<file path="src/rtl/bpf_pkg.sv">
package bpf_pkg;
  localparam int NPLANE = 3;
  localparam int NPIX   = 8;
  typedef logic [NPLANE-1:0] pix_idx_t;
endpackage

</file>
<file path="src/rtl/bpf_addr_gen.sv">
module bpf_addr_gen #(
  parameter int LINE_W   = 9,
  parameter int COL_W    = 7,
  parameter int OFF_W    = 16,
  parameter int SCROLL_W = 14,
  parameter int PLANE_AW = 15,
  parameter int BPL      = 80
) (
  input  logic [LINE_W-1:0]   line_i,
  input  logic [COL_W-1:0]    col_i,
  input  logic [OFF_W-1:0]    off_i,
  input  logic                page_i,
  input  logic                block_i,
  output logic [PLANE_AW+3:0] addr_o [3]
);
  localparam int AW = PLANE_AW + 4;
  logic [AW-1:0]       base, sum;
  logic [PLANE_AW-1:0] inplane;
  logic [3:0]          bank;

  always_comb begin
    base    = AW'(line_i) * AW'(BPL) + AW'(col_i);
    sum     = base + AW'({off_i[SCROLL_W-1:0], 1'b0});
    inplane = sum[PLANE_AW-1:0];
    bank    = (page_i ? 4'd3 : 4'd0) + (block_i ? 4'd3 : 4'd0);
  end

  for (genvar p = 0; p < 3; p++) begin : g_plane
    assign addr_o[p] = {bank + 4'(p), inplane};
  end
endmodule

</file>
<file path="src/rtl/bpf_slicer.sv">
module bpf_slicer
  import bpf_pkg::*;
(
  input  logic [7:0] b_i,
  input  logic [7:0] r_i,
  input  logic [7:0] g_i,
  output pix_idx_t   idx_o [NPIX]
);
  for (genvar k = 0; k < NPIX; k++) begin : g_pix
    assign idx_o[k] = {g_i[NPIX-1-k], r_i[NPIX-1-k], b_i[NPIX-1-k]};
  end
endmodule

</file>
<file path="src/rtl/bpf_palette.sv">
module bpf_palette
  import bpf_pkg::*;
#(
  parameter int PAL_W = 8
) (
  input  logic [8*PAL_W-1:0]    palette_i,
  input  pix_idx_t              idx_i [NPIX],
  output logic [NPIX*PAL_W-1:0] pix_o
);
  for (genvar k = 0; k < NPIX; k++) begin : g_lut
    assign pix_o[k*PAL_W +: PAL_W] = palette_i[idx_i[k]*PAL_W +: PAL_W];
  end
endmodule

</file>
<file path="src/rtl/bitplane_pixel_fetch.sv">
module bitplane_pixel_fetch
  import bpf_pkg::*;
#(
  parameter int LINE_W   = 9,
  parameter int COL_W    = 7,
  parameter int OFF_W    = 16,
  parameter int SCROLL_W = 14,
  parameter int PLANE_AW = 15,
  parameter int BPL      = 80,
  parameter int PAL_W    = 8,
  localparam int AW      = PLANE_AW + 4
) (
  input  logic                  clk,
  input  logic                  rst_n,
  input  logic                  slot_i,
  input  logic [LINE_W-1:0]     line_i,
  input  logic [COL_W-1:0]      col_i,
  input  logic [OFF_W-1:0]      scroll_pg0_i,
  input  logic [OFF_W-1:0]      scroll_pg1_i,
  input  logic                  page_i,
  input  logic                  block_i,
  input  logic [2:0]            plane_en_i,
  input  logic [8*PAL_W-1:0]    palette_i,
  output logic [2:0]            rd_o,
  output logic [AW-1:0]         addr_b_o,
  output logic [AW-1:0]         addr_r_o,
  output logic [AW-1:0]         addr_g_o,
  input  logic [7:0]            data_b_i,
  input  logic [7:0]            data_r_i,
  input  logic [7:0]            data_g_i,
  output logic [NPIX*PAL_W-1:0] pix_o,
  output logic                  pix_valid_o
);
  // reset: asserted asynchronously, released on a clock edge
  logic [1:0] rst_sync_q;
  logic       rst_int_n;
  always_ff @(posedge clk or negedge rst_n) begin
    if (!rst_n) rst_sync_q <= 2'b00;
    else        rst_sync_q <= {rst_sync_q[0], 1'b1};
  end
  assign rst_int_n = rst_sync_q[1];

  // stage 1: address generation
  logic [OFF_W-1:0] off_sel;
  logic [AW-1:0]    addr_w [3];
  assign off_sel = page_i ? scroll_pg1_i : scroll_pg0_i;

  bpf_addr_gen #(
    .LINE_W(LINE_W), .COL_W(COL_W), .OFF_W(OFF_W),
    .SCROLL_W(SCROLL_W), .PLANE_AW(PLANE_AW), .BPL(BPL)
  ) u_addr (
    .line_i(line_i), .col_i(col_i), .off_i(off_sel),
    .page_i(page_i), .block_i(block_i), .addr_o(addr_w)
  );

  logic [2:0]            rd_d, rd_q, mask_q;
  logic                  v1_q, v2_q, vout_q;
  logic [AW-1:0]         ab_q, ar_q, ag_q;
  logic [7:0]            gb, gr, gg;
  pix_idx_t              idx [NPIX];
  logic [NPIX*PAL_W-1:0] pix_d, pix_q;

  always_comb begin
    rd_d = slot_i ? plane_en_i : 3'b000;
    gb   = data_b_i & {8{mask_q[0]}};
    gr   = data_r_i & {8{mask_q[1]}};
    gg   = data_g_i & {8{mask_q[2]}};
  end

  bpf_slicer u_slice (.b_i(gb), .r_i(gr), .g_i(gg), .idx_o(idx));
  bpf_palette #(.PAL_W(PAL_W)) u_pal (.palette_i(palette_i), .idx_i(idx), .pix_o(pix_d));

  // control registers
  always_ff @(posedge clk or negedge rst_int_n) begin
    if (!rst_int_n) begin
      rd_q   <= 3'b000;
      mask_q <= 3'b000;
      v1_q   <= 1'b0;
      v2_q   <= 1'b0;
      vout_q <= 1'b0;
    end else begin
      rd_q   <= rd_d;
      mask_q <= rd_q;
      v1_q   <= slot_i;
      v2_q   <= v1_q;
      vout_q <= v2_q;
    end
  end

  // data registers with explicit clock enables
  always_ff @(posedge clk or negedge rst_int_n) begin
    if (!rst_int_n) begin
      ab_q  <= '0;
      ar_q  <= '0;
      ag_q  <= '0;
      pix_q <= '0;
    end else begin
      if (slot_i) begin
        ab_q <= addr_w[0];
        ar_q <= addr_w[1];
        ag_q <= addr_w[2];
      end
      if (v2_q) pix_q <= pix_d;
    end
  end

  assign rd_o        = rd_q;
  assign addr_b_o    = ab_q;
  assign addr_r_o    = ar_q;
  assign addr_g_o    = ag_q;
  assign pix_o       = pix_q;
  assign pix_valid_o = vout_q;
endmodule

</file>
<file path="config.mk">
export PLATFORM = sky130hd
export DESIGN_NAME = bitplane_pixel_fetch
export DESIGN_NICKNAME = d
export VERILOG_FILES = /design/src/rtl/bpf_pkg.sv /design/src/rtl/bpf_addr_gen.sv /design/src/rtl/bpf_slicer.sv /design/src/rtl/bpf_palette.sv /design/src/rtl/bitplane_pixel_fetch.sv
export SDC_FILE = /design/constraint.sdc
export NUM_CORES = 1
export LEC_CHECK = 0
export BUFFER_PORTS_ARGS = -buffer_cell sky130_fd_sc_hd__buf_2
export CAP_MARGIN = 20
export CORE_MARGIN = 4
export CORE_UTILIZATION = 58
export DETAILED_ROUTE_END_ITERATION = 7
export GPL_ROUTABILITY_DRIVEN = 1
export GPL_TIMING_DRIVEN = 0
export PLACE_DENSITY = 0.91
export SETUP_SLACK_MARGIN = 0.2
export SLEW_MARGIN = 20
export SYNTH_ARGS = -nofsm -noshare
export SYNTH_HDL_FRONTEND = slang
export SYNTH_SLANG_ARGS = --single-unit
</file>
<file path="constraint.sdc">
create_clock -name clk -period 8.2 [get_ports clk]
set_clock_uncertainty 0.2 [all_clocks]
set_input_delay 1.23 -clock clk [delete_from_list [all_inputs] [get_ports clk]]
set_output_delay 1.23 -clock clk [all_outputs]
set_load 0.01 [all_outputs]
</file>
==> results.txt <==
Die Y -> 134 um
clk buf depth -> 2
commonest non-fill, non-tap cell in the layout -> buf_2
vias in the first global route -> 8077
TritonCTS clock tree -> done
Post-CTS Resized -> 0
outcome -> complete, no violations
Final ANT Viol Nets -> 0
core area -> 15300 um^2
WL/cell -> 24.3 um
Initial Utilization -> 59.7%
initial DRC count -> 1083
# DRC -> 0
Fin Setup TNS -> 0 ps
FP Rows -> 45
Worst Path Required -> 8230 ps
Detailed Route WL -> 28800 um
Cell variety after synth -> 42
Synth Area per Inst -> 13.1 um^2
CP arrival -> 4650 ps
Final Hold Fails -> 0
worst vdd ir -> 0.173 mV
Max transition margin -> 51.6%
H-tree depth -> 3
Placer Congestion -> 0.993
Total GRT Usage -> 31.9%
Syn. warnings -> 0
hold_buf cts -> 0
Fillers -> 1030
maximum clock frequency -> 216 MHz
clk slew on worst S/H paths -> 70 ps
Startpoint Class -> primary input
peak fanout along the critical path -> 10
post-layout min period -> 4620 ps
first drt pass iteration count -> 7
vias per cell -> 6.79
DP Worst Slack -> 3240 ps
Final Cycle Share -> 56.4%
Hold WC Path Type -> register to register
initial antenna violation count -> 0
Die Wd -> 134 um
FFs w/ async S/R, synth -> 100%
crit path kind -> primary input to register
RSZ-0062 raised after global routing -> no
layout cells sized above 1 -> 40.6%
PwrDens -> 176 nW/um^2
Ports -> 269
Final nets -> 1158
sequential area share after synthesis -> 26.6%
Net Count, Synth -> 883
largest net degree at the start of global routing -> 55
DP Wirelength -> 22300 um
Top FF cell, synth -> dfrtp_1
Setup WS post-layout -> 3580 ps
buffer count from post-CTS setup fixing -> 0
post-synthesis cell area -> 9140 um^2
FF-to-FF setup slack -> 5780 ps
most frequent cells in the layout -> buf_2 (272), mux4_1 (114), dfrtp_1 (96)
P_leak -> 5.70 nW
Clock Tree Root -> clkbuf_16
CP endpoint kind -> register
final setup fails -> 0
Port Buf Inserts -> 263
Final Slew Violations -> 0
number of synthesized flops with an enable pin -> 0
maxcap violations -> 0
Die Footprint -> 17800 um^2
Seq cells post-synth -> 97
clk_lat worst skew -> 350 ps
CTS Sinks -> 97
Syn Inst Count -> 695
Via Count -> 8060
grt ovf -> 0
slew at the pin closest to its max-slew limit -> 727 ps
worst reg-to-reg path cell count -> 6
first-pass GRT wire length -> 43900 um
Syn-to-layout area delta -> 21.2%
Hold Crit Depth -> 0
CTS Buf Count -> 9
-- cell families after synthesis --
| kind of cell | Yosys count | synth area share (%) |
|---|---|---|
| buffers and inverters | 83 | 6.07 |
| XOR/XNOR | 16 | 1.53 |
| multiplexers | 222 | 46.9 |
| AO/OA/AOI/OAI | 103 | 6.34 |
| adder cells (fa/ha/maj) | 44 | 6.44 |
| AND/OR/NAND/NOR | 128 | 6.07 |
| flip-flops | 97 | 26.6 |
| other | 2 | 0.0822 |
-- power breakdown --
group          internal, mW  total (mW)  switching, mW
Sequential            0.555       0.624         0.0685
Combinational         0.430       0.851          0.421
Clock                 0.278       0.473          0.195
Total                  1.26        1.95          0.684
-- registers in the layout, summed over array words and instances (netlist names) --
signal,cells
rd_o,3
pix_valid_o,1
addr_r_o,4
mask_q,3
v1_q,1
addr_b_o,1
v2_q,1
pix_o,64
rst_sync_q,2
addr_g_o,17
-- synth_stat cells (all sizes together), types with 3 or more instances --
library cell / number / area (um^2)
a21o: 5 / 37.5
a21oi: 76 / 380
and2: 3 / 18.8
buf: 55 / 428
clkbuf: 18 / 77.6
dfrtp: 97 / 2430
fa: 5 / 100
ha: 39 / 488
inv: 8 / 30.0
mux2: 27 / 304
mux2i: 67 / 671
mux4: 128 / 3310
nand2: 36 / 175
nand3: 8 / 40.0
nor2: 74 / 278
o211ai: 3 / 22.5
o21ai: 8 / 43.8
xnor2: 12 / 105
xor2: 4 / 35.0
-- worst max-delay path, cell delays in order --
cell and delay [ps]:
buf_2 90, clkbuf_1 290, clkbuf_1 500, mux2_2 410
fa_1 440, ha_1 390, a211o_1 320, a31oi_1 270
o211ai_1 170, o211ai_1 210, mux2i_1 230, nand3_1 100
-- cell type report --
type | instances | area (um^2) | share of cell area, %
Clock buffer | 11 | 243 | 2.19
Buffer | 75 | 524 | 4.74
Inverter | 8 | 30.0 | 0.271
Sequential cell | 97 | 2430 | 22.0
Clock inverter | 5 | 85.1 | 0.769
Multi-Input combinational cell | 515 | 6150 | 55.6
Tap cell | 211 | 264 | 2.38
Timing Repair Buffer | 264 | 1340 | 12.1
Antenna cell | 1 | 2.50 | 0.0226
-- per-stage QoR --
step / hold slack, ps / cell area [um^2] / total power, mW / utilization, % / instances
global route: 172 / 11100 / 2.05 / 72.3 / 1186
finish: 156 / 11100 / 1.95 / 72.3 / 1187
global placement: 136 / 10700 / 1.43 / 70.0 / 1169
floorplan: 131 / 9140 / 1.16 / - / 695
CTS: 158 / 11100 / 1.94 / 72.3 / 1186
detailed placement: 139 / 10700 / 1.47 / 70.1 / 1170
-- worst paths after layout --
kind / endpoint / from
worst max-delay path: addr_g_o[14] / page_i
worst min-delay path: v2_q / v1_q
worst max register to register: pix_o[19] / mask_q[0]
worst min register to register: v2_q / v1_q
max in group asynchronous: pix_o[49] / rst_sync_q[1]
min in group asynchronous: pix_o[62] / rst_sync_q[1]
-- metal layers --
layer,track usage [%],part of all wire (%)
met4,11.3,4.9
met3,10.8,13
met2,51.8,47
met5,0,0
met1,40.5,35
Note: power is estimated with default switching activity, not from simulation.
